## config.mk

```make
export PLATFORM = sky130hd
export DESIGN_NAME = vskip_adder
export DESIGN_NICKNAME = d
export VERILOG_FILES = /design/src/rtl/vskip_pkg.sv /design/src/rtl/vskip_fa.sv /design/src/rtl/vskip_group.sv /design/src/rtl/vskip_adder.sv
export SDC_FILE = /design/constraint.sdc
export NUM_CORES = 1
export LEC_CHECK = 0
export ABC_AREA = 1
export BUFFER_PORTS_ARGS = -buffer_cell sky130_fd_sc_hd__buf_2
export CAP_MARGIN = 20
export CORE_ASPECT_RATIO = 2
export CORE_MARGIN = 2
export CORE_UTILIZATION = 41
export DETAILED_ROUTE_END_ITERATION = 10
export PLACE_DENSITY = 0.92
export SETUP_SLACK_MARGIN = 0.1
export SYNTH_ARGS = -nofsm -noshare
export SYNTH_HDL_FRONTEND = slang
export SYNTH_HIERARCHICAL = 1
export SYNTH_SLANG_ARGS = --single-unit
export TNS_END_PERCENT = 100
```

## constraint.sdc

```tcl
create_clock -name vclk -period 16.65
set_input_delay 1.665 -clock vclk [all_inputs]
set_output_delay 1.665 -clock vclk [all_outputs]
set_load 0.05 [all_outputs]
```

## src/rtl/vskip_pkg.sv

```systemverilog
package vskip_pkg;
  localparam int WORD_W = 32;
  localparam int NGRP   = 4;

  typedef int grp_list_t [NGRP];

  // index 0 is the least significant group
  localparam grp_list_t VAR_WIDTHS = '{4, 6, 18, 4};
  localparam grp_list_t UNI_WIDTHS = '{8, 8, 8, 8};

  function automatic int grp_base(grp_list_t w, int g);
    int acc;
    acc = 0;
    for (int k = 0; k < g; k++) acc += w[k];
    return acc;
  endfunction
endpackage

```

## src/rtl/vskip_fa.sv

```systemverilog
module vskip_fa (
  input  logic x,
  input  logic y,
  input  logic cin,
  output logic s,
  output logic cout
);
  always_comb begin
    s    = x ^ y ^ cin;
    cout = (x & y) | ((x | y) & cin);
  end
endmodule

```

## src/rtl/vskip_group.sv

```systemverilog
module vskip_group #(
  parameter int W = 4
) (
  input  logic [W-1:0] x,
  input  logic [W-1:0] y,
  input  logic         cin,
  output logic [W-1:0] s,
  output logic         cout
);
  logic [W:0]   rc;
  logic [W-1:0] bit_p;
  logic         grp_p;

  assign rc[0] = cin;

  for (genvar i = 0; i < W; i++) begin : g_bit
    vskip_fa fa_i (
      .x    (x[i]),
      .y    (y[i]),
      .cin  (rc[i]),
      .s    (s[i]),
      .cout (rc[i+1])
    );
    assign bit_p[i] = x[i] ^ y[i];
  end

  assign grp_p = &bit_p;
  // bypass: a fully propagating group hands its carry-in straight on
  assign cout  = grp_p ? cin : rc[W];
endmodule

```

## src/rtl/vskip_adder.sv

```systemverilog
module vskip_adder #(
  parameter vskip_pkg::grp_list_t GRP_W = vskip_pkg::VAR_WIDTHS
) (
  input  logic [vskip_pkg::WORD_W-1:0] a_op,
  input  logic [vskip_pkg::WORD_W-1:0] b_op,
  input  logic                         ci,
  output logic [vskip_pkg::WORD_W-1:0] sum,
  output logic                         co
);
  localparam int NG = vskip_pkg::NGRP;

  logic [NG:0] gc;

  assign gc[0] = ci;

  for (genvar g = 0; g < NG; g++) begin : g_grp
    localparam int LO = vskip_pkg::grp_base(GRP_W, g);
    localparam int GW = GRP_W[g];
    vskip_group #(.W(GW)) grp_i (
      .x    (a_op[LO+GW-1:LO]),
      .y    (b_op[LO+GW-1:LO]),
      .cin  (gc[g]),
      .s    (sum[LO+GW-1:LO]),
      .cout (gc[g+1])
    );
  end

  assign co = gc[NG];
endmodule

```

==> results of run 1 <==
[metal layers]
layer / vias to the layer above / share of wire (%)
met5: - / 0
met4: 0 / 1.4
met3: 6 / 7.5
met2: 69 / 60
met1: 790 / 31
li1: 917 / -
[synthesized netlist by cell type]
master	count
fa_1	32
o21ai_0	1
nor2_2	9
nand2_1	116
inv_1	56
o21ai_1	1
nand4_1	1
nor2_1	26
xnor2_1	3
nand3_1	6
nand2_2	1
inv_2	2
[repair_timing]
item / CTS / global route
gates resized for setup: 10 / 9
hold buffers: 0 / 0
endpoints found under the setup margin: 3 / 3
[final timing paths]
kind              depth (start not counted)     start       to  slack [ps]
hold / removal                            3  a_op[31]  sum[31]        3780
setup / recovery                         40   b_op[0]  sum[31]         590
[area by class of cell]
type | count | share of cell area (%)
Inverter | 58 | 10.2
Tap cell | 49 | 2.86
Multi-Input combinational cell | 196 | 63.0
Timing Repair Buffer | 100 | 24.0
[stage by stage]
stage	utilization, %	setup TNS, ps	instance area (sq um)	std cells
after CTS	58.8	0	2120	403
after global routing	59.4	0	2140	403
after detailed placement	58.0	-518	2090	403
after global placement	58.0	-24.2	2090	403
after floorplan	-	0	1530	254
final	59.4	0	2140	403
[where the power goes]
group / switching (mW) / internal (mW) / total, mW
Combinational: 0.0933 / 0.0346 / 0.128
Clock: 0 / 0 / 0
Sequential: 0 / 0 / 0
Total: 0.0933 / 0.0346 / 0.128
[cells by family after synthesis]
| logic type | after synthesis | synth area share [%] |
|---|---|---|
| xor+xnor | 3 | 1.72 |
| compound gates | 2 | 0.655 |
| simple gates | 159 | 41.4 |
| fa+ha+maj | 32 | 42.0 |
| buf+inv | 58 | 14.3 |
[critical path, delay by kind of cell]
family / cells / cell delay, ps
buffers and inverters: 2 / 280
and+or+nand+nor: 6 / 470
adders and majority gates: 32 / 11970
==> summary.txt, run 1 <==
Placement
  • Worst slack at placement: -293 ps
  • Post-detail-place hpwl: 3.70 mm
  • Port Buffers: 98
  • Gpl congestion: 0.854

Setup path
  • Worst path slowest cell: fa_1
  • Critical Path Fanout Max: 3
  • WP data arrival: approximately 14000 ps
  • Element type at the critical path start: input port
  • Max incr delay on CP: 500 ps
  • WS Path Type: input port to output pin
  • Crit path capture type: output pin
  • Critical path required time: 14980 ps

Power and ir drop
  • VDD IR max: 0.0373 mV
  • Leak Pwr: roughly 1.3 nW
  • Power density cells: 59.7 nW/um^2
  • PnR Total Power: about 130 uW

Final layout
  • Share of cells above drive strength 1: a little over a third
  • Number of diodes: 0
  • Synthesis-to-finish area growth: 40.3%
  • Fillers: 358
  • Multi-input gate area: 1350 sq um
  • Area occupied by registers: 0 sq um
  • Layout clock buffer count: 0
  • Highest-count cells in the layout ignoring fill and taps: 116 x nand2_1, 96 x buf_2, 56 x inv_1, 26 x nor2_1
  • Number of nets in the final layout: 453
  • FF+latch count: 0
  • Commonest non-fill, non-tap cell in the layout: nand2_1

Clock tree
  • Postcts setup bufs: 0

Floorplanning
  • Row count: 31
  • Die Width: 47.1 um
  • Chip height: 90.3 um
  • Core area: approximately 3600 sq um
  • Initial Util: 42.3%
  • Die ar.: 4260 sq um
  • Number of I/O pins: 98

Timing
  • Final hold viol count: 0
  • Max_slew headroom: 83.0%
  • RSZ-0062 raised after global routing: false
  • Pins over their slew limit: 0
  • Final setup fails: 0
  • Worst slew pin tran: about 260 ps
  • Hold WS: 3780 ps
  • Fmax: 62.3 MHz
  • Fin crit period: 16060 ps
  • Tcrit/Tclk final: 96.5%
  • Worst setup margin: between 500 and 600 ps

Yosys
  • Area share of the largest cell type after synthesis: 42.0%
  • Post-synth cell types: 12
  • Cell count after synthesis: 254
  • Synthesized area: 1530 sq um
  • Cell taking the most area after synthesis: fa_1
  • Sequential fraction of the synthesis area: 0%
  • Synth Net Count: 351
  • Synth top area cells: fa_1 42%, nand2_1 29%, inv_1 14%
  • Post-Syn Area per Cell: 6.01 sq um
  • Warnings, synthesis: 6

Routing
  • Via count: 1782
  • Total routed wirelength: approximately 4 mm
  • DRC viols: 0
  • DR pass1 iterations: 2
  • Vias per Instance: 4.42
  • Drt wl/cell: a little under 10 um
  • Initial DRC Count: 15
  • Post-route antenna net violation count: 0

Global routing
  • GRT busiest layer: met2
  • Met1 usage: 17.3%
  • First-pass GRT wire length: between 6 and 7 mm
  • Global route overflow: 0
  • Met2 Use GR: 41.0%
  • Initial antenna violation count: 0
  • Total Routing Usage GR: 19.5%
  • Pin count of the biggest net entering global routing: 5
  • GR Layer Usage met3: 2.60%
  • Vias in the first global route: 1813

Hold path
  • Worst Hold Class: input port to output pin

Flow run
  • # Max-Cap Violations: 0

Status
  • Outcome: finished, final reports clean
No activity file was read; power rests on OpenSTA's default activity.
==> inputs of run 2 (changes only) <==
--- a/config.mk
+++ b/config.mk
@@ -13,6 +13,7 @@
 export CORE_UTILIZATION = 41
 export DETAILED_ROUTE_END_ITERATION = 10
 export PLACE_DENSITY = 0.92
+export RECOVER_POWER = 25
 export SETUP_SLACK_MARGIN = 0.1
 export SYNTH_ARGS = -nofsm -noshare
 export SYNTH_HDL_FRONTEND = slang
==> run 2 against run 1 <==
Die area stayed put. Utilization down 0.28 points. Cell count unchanged. First-iteration DRC count up 6.7%. Worst setup slack worse by 2.5 ps. Wire length stayed put. Sequential cell count unchanged. Critical path depth did not move. Cell area down 0.47%.
==> summary.txt, run 2 (synthesis results as in run 1) <==
Status
  • Outcome: finished, final reports clean

Final layout
  • Highest-count cells in the layout ignoring fill and taps: 116 x nand2_1, 88 x buf_2, 56 x inv_1, 26 x nor2_1
  • Synthesis-to-finish area growth: 39.7%
  • Share of cells above drive strength 1: between 30% and 40%
  • Layout clock buffer count: 0
  • Area occupied by registers: 0 sq um
  • Design area: 2130 sq um
  • Commonest non-fill, non-tap cell in the layout: nand2_1
  • Number of nets in the final layout: 453
  • Number of diodes: 0
  • FF+latch count: 0

Routing
  • Initial DRC Count: 16
  • DRC viols: 0
  • Total routed wirelength: slightly below 4 mm
  • DR pass1 iterations: 3
  • Drt wl/cell: 9.87 um
  • Vias per Instance: 4.43
  • Via count: 1786
  • Post-route antenna net violation count: 0

Setup path
  • Critical path endpoint: sum[31]
  • WS Path Type: input port to output pin
  • Critical Path Stages: 40
  • CP Launch Point: b_op[0]
  • Max incr delay on CP: approximately 500 ps
  • Crit path capture type: output pin
  • Worst path slowest cell: fa_1
  • WP data arrival: 14400 ps
  • Top delay family on crit path: adder cells
  • Element type at the critical path start: input port
  • CP bufs+invs: 2
  • Critical path required time: 14980 ps
  • Critical Path Fanout Max: 3

Timing
  • Final setup fails: 0
  • Pins over their slew limit: 0
  • Max_slew headroom: 58.9%
  • Fmax: 62.2 MHz
  • Worst slew pin tran: 619 ps
  • Fin crit period: 16060 ps
  • Worst setup margin: 585 ps
  • Tcrit/Tclk final: just under 100%
  • Hold WS: 3780 ps
  • Final hold viol count: 0
  • RSZ-0062 raised after global routing: false

Global routing
  • Initial antenna violation count: 0
  • First-pass GRT wire length: 6.52 mm
  • Vias in the first global route: about 1800
  • Pin count of the biggest net entering global routing: 5
  • Global route overflow: 0
  • Total Routing Usage GR: 19.5%

Placement
  • Post-detail-place hpwl: approximately 3.7 mm
  • Worst slack at placement: -293 ps
  • DP Area: 2090 sq um
  • Port Buffers: 98
  • Gpl congestion: approximately 0.85

Power and ir drop
  • PnR Total Power: roughly 130 uW
  • Power density cells: 59.6 nW/um^2
  • Leak Pwr: between 1 and 1.5 nW
  • VDD IR max: 0.0373 mV

Floorplanning
  • Initial Util: between 40% and 50%
  • Row count: 31
  • Die ar.: around 4300 sq um
  • Chip height: 90.3 um
  • Core area: 3610 sq um
  • Number of I/O pins: between 90 and 100
  • Die Width: approximately 47 um

Clock tree
  • Hold-fix buffers, CTS: 0
  • Postcts setup bufs: 0

Flow run
  • # Max-Cap Violations: 0

Hold path
  • Worst Hold Class: input port to output pin
==> run 2: per-stage QoR <==
stage                     setup TNS (ps)  std cells  utilization (%)
after floorplan                        0        254                -
after global placement             -24.2        403             58.0
after detailed placement            -518        403             58.0
after CTS                              0        403             58.8
after global routing                   0        403             59.1
final                                  0        403             59.1
==> run 2: how the worst min path moves through the flow <==
stage / from / endpoint / slack (ps) / depth (start not counted)
final: a_op[31] / sum[31] / 3780 / 3
after CTS: a_op[31] / sum[31] / 3780 / 3
after detailed placement: a_op[30] / sum[30] / 3840 / 3
after floorplan: ci / sum[0] / 3780 / 1
after global routing: a_op[31] / sum[31] / 3800 / 3
after global placement: ci / sum[0] / 3820 / 3
==> run 2: worst min-delay path: stages <==
cell and delay [ps]:
buf_2 110, fa_1 180, buf_6 160
==> run 2: timing repair <==
| action | CTS | global route |
|---|---|---|
| resized for setup | 10 | 9 |
| hold endpoints to repair | 0 | 0 |
| endpoints found under the setup margin | 3 | 3 |
==> run 2: final cells by class <==
type               instances  area, sq um
fillers                  358         1480
inverters                 58          218
well taps                 49         61.3
repair buffers           100          504
multi-input cells        196         1350
==> run 2: metal layers <==
| layer | global-route usage, % | vias up | wire, um |
|---|---|---|---|
| li1 | - | 917 | - |
| met1 | 17.3 | 794 | 1210 |
| met2 | 41.0 | 69 | 2400 |
| met3 | 2.60 | 6 | 305 |
| met4 | 2.31 | 0 | 57 |
| met5 | 0 | - | 0 |
==> run 2: report_power, final <==
part           switching [mW]  internal (mW)
sequential                  0              0
clock                       0              0
combinational          0.0935         0.0336
total                  0.0935         0.0336
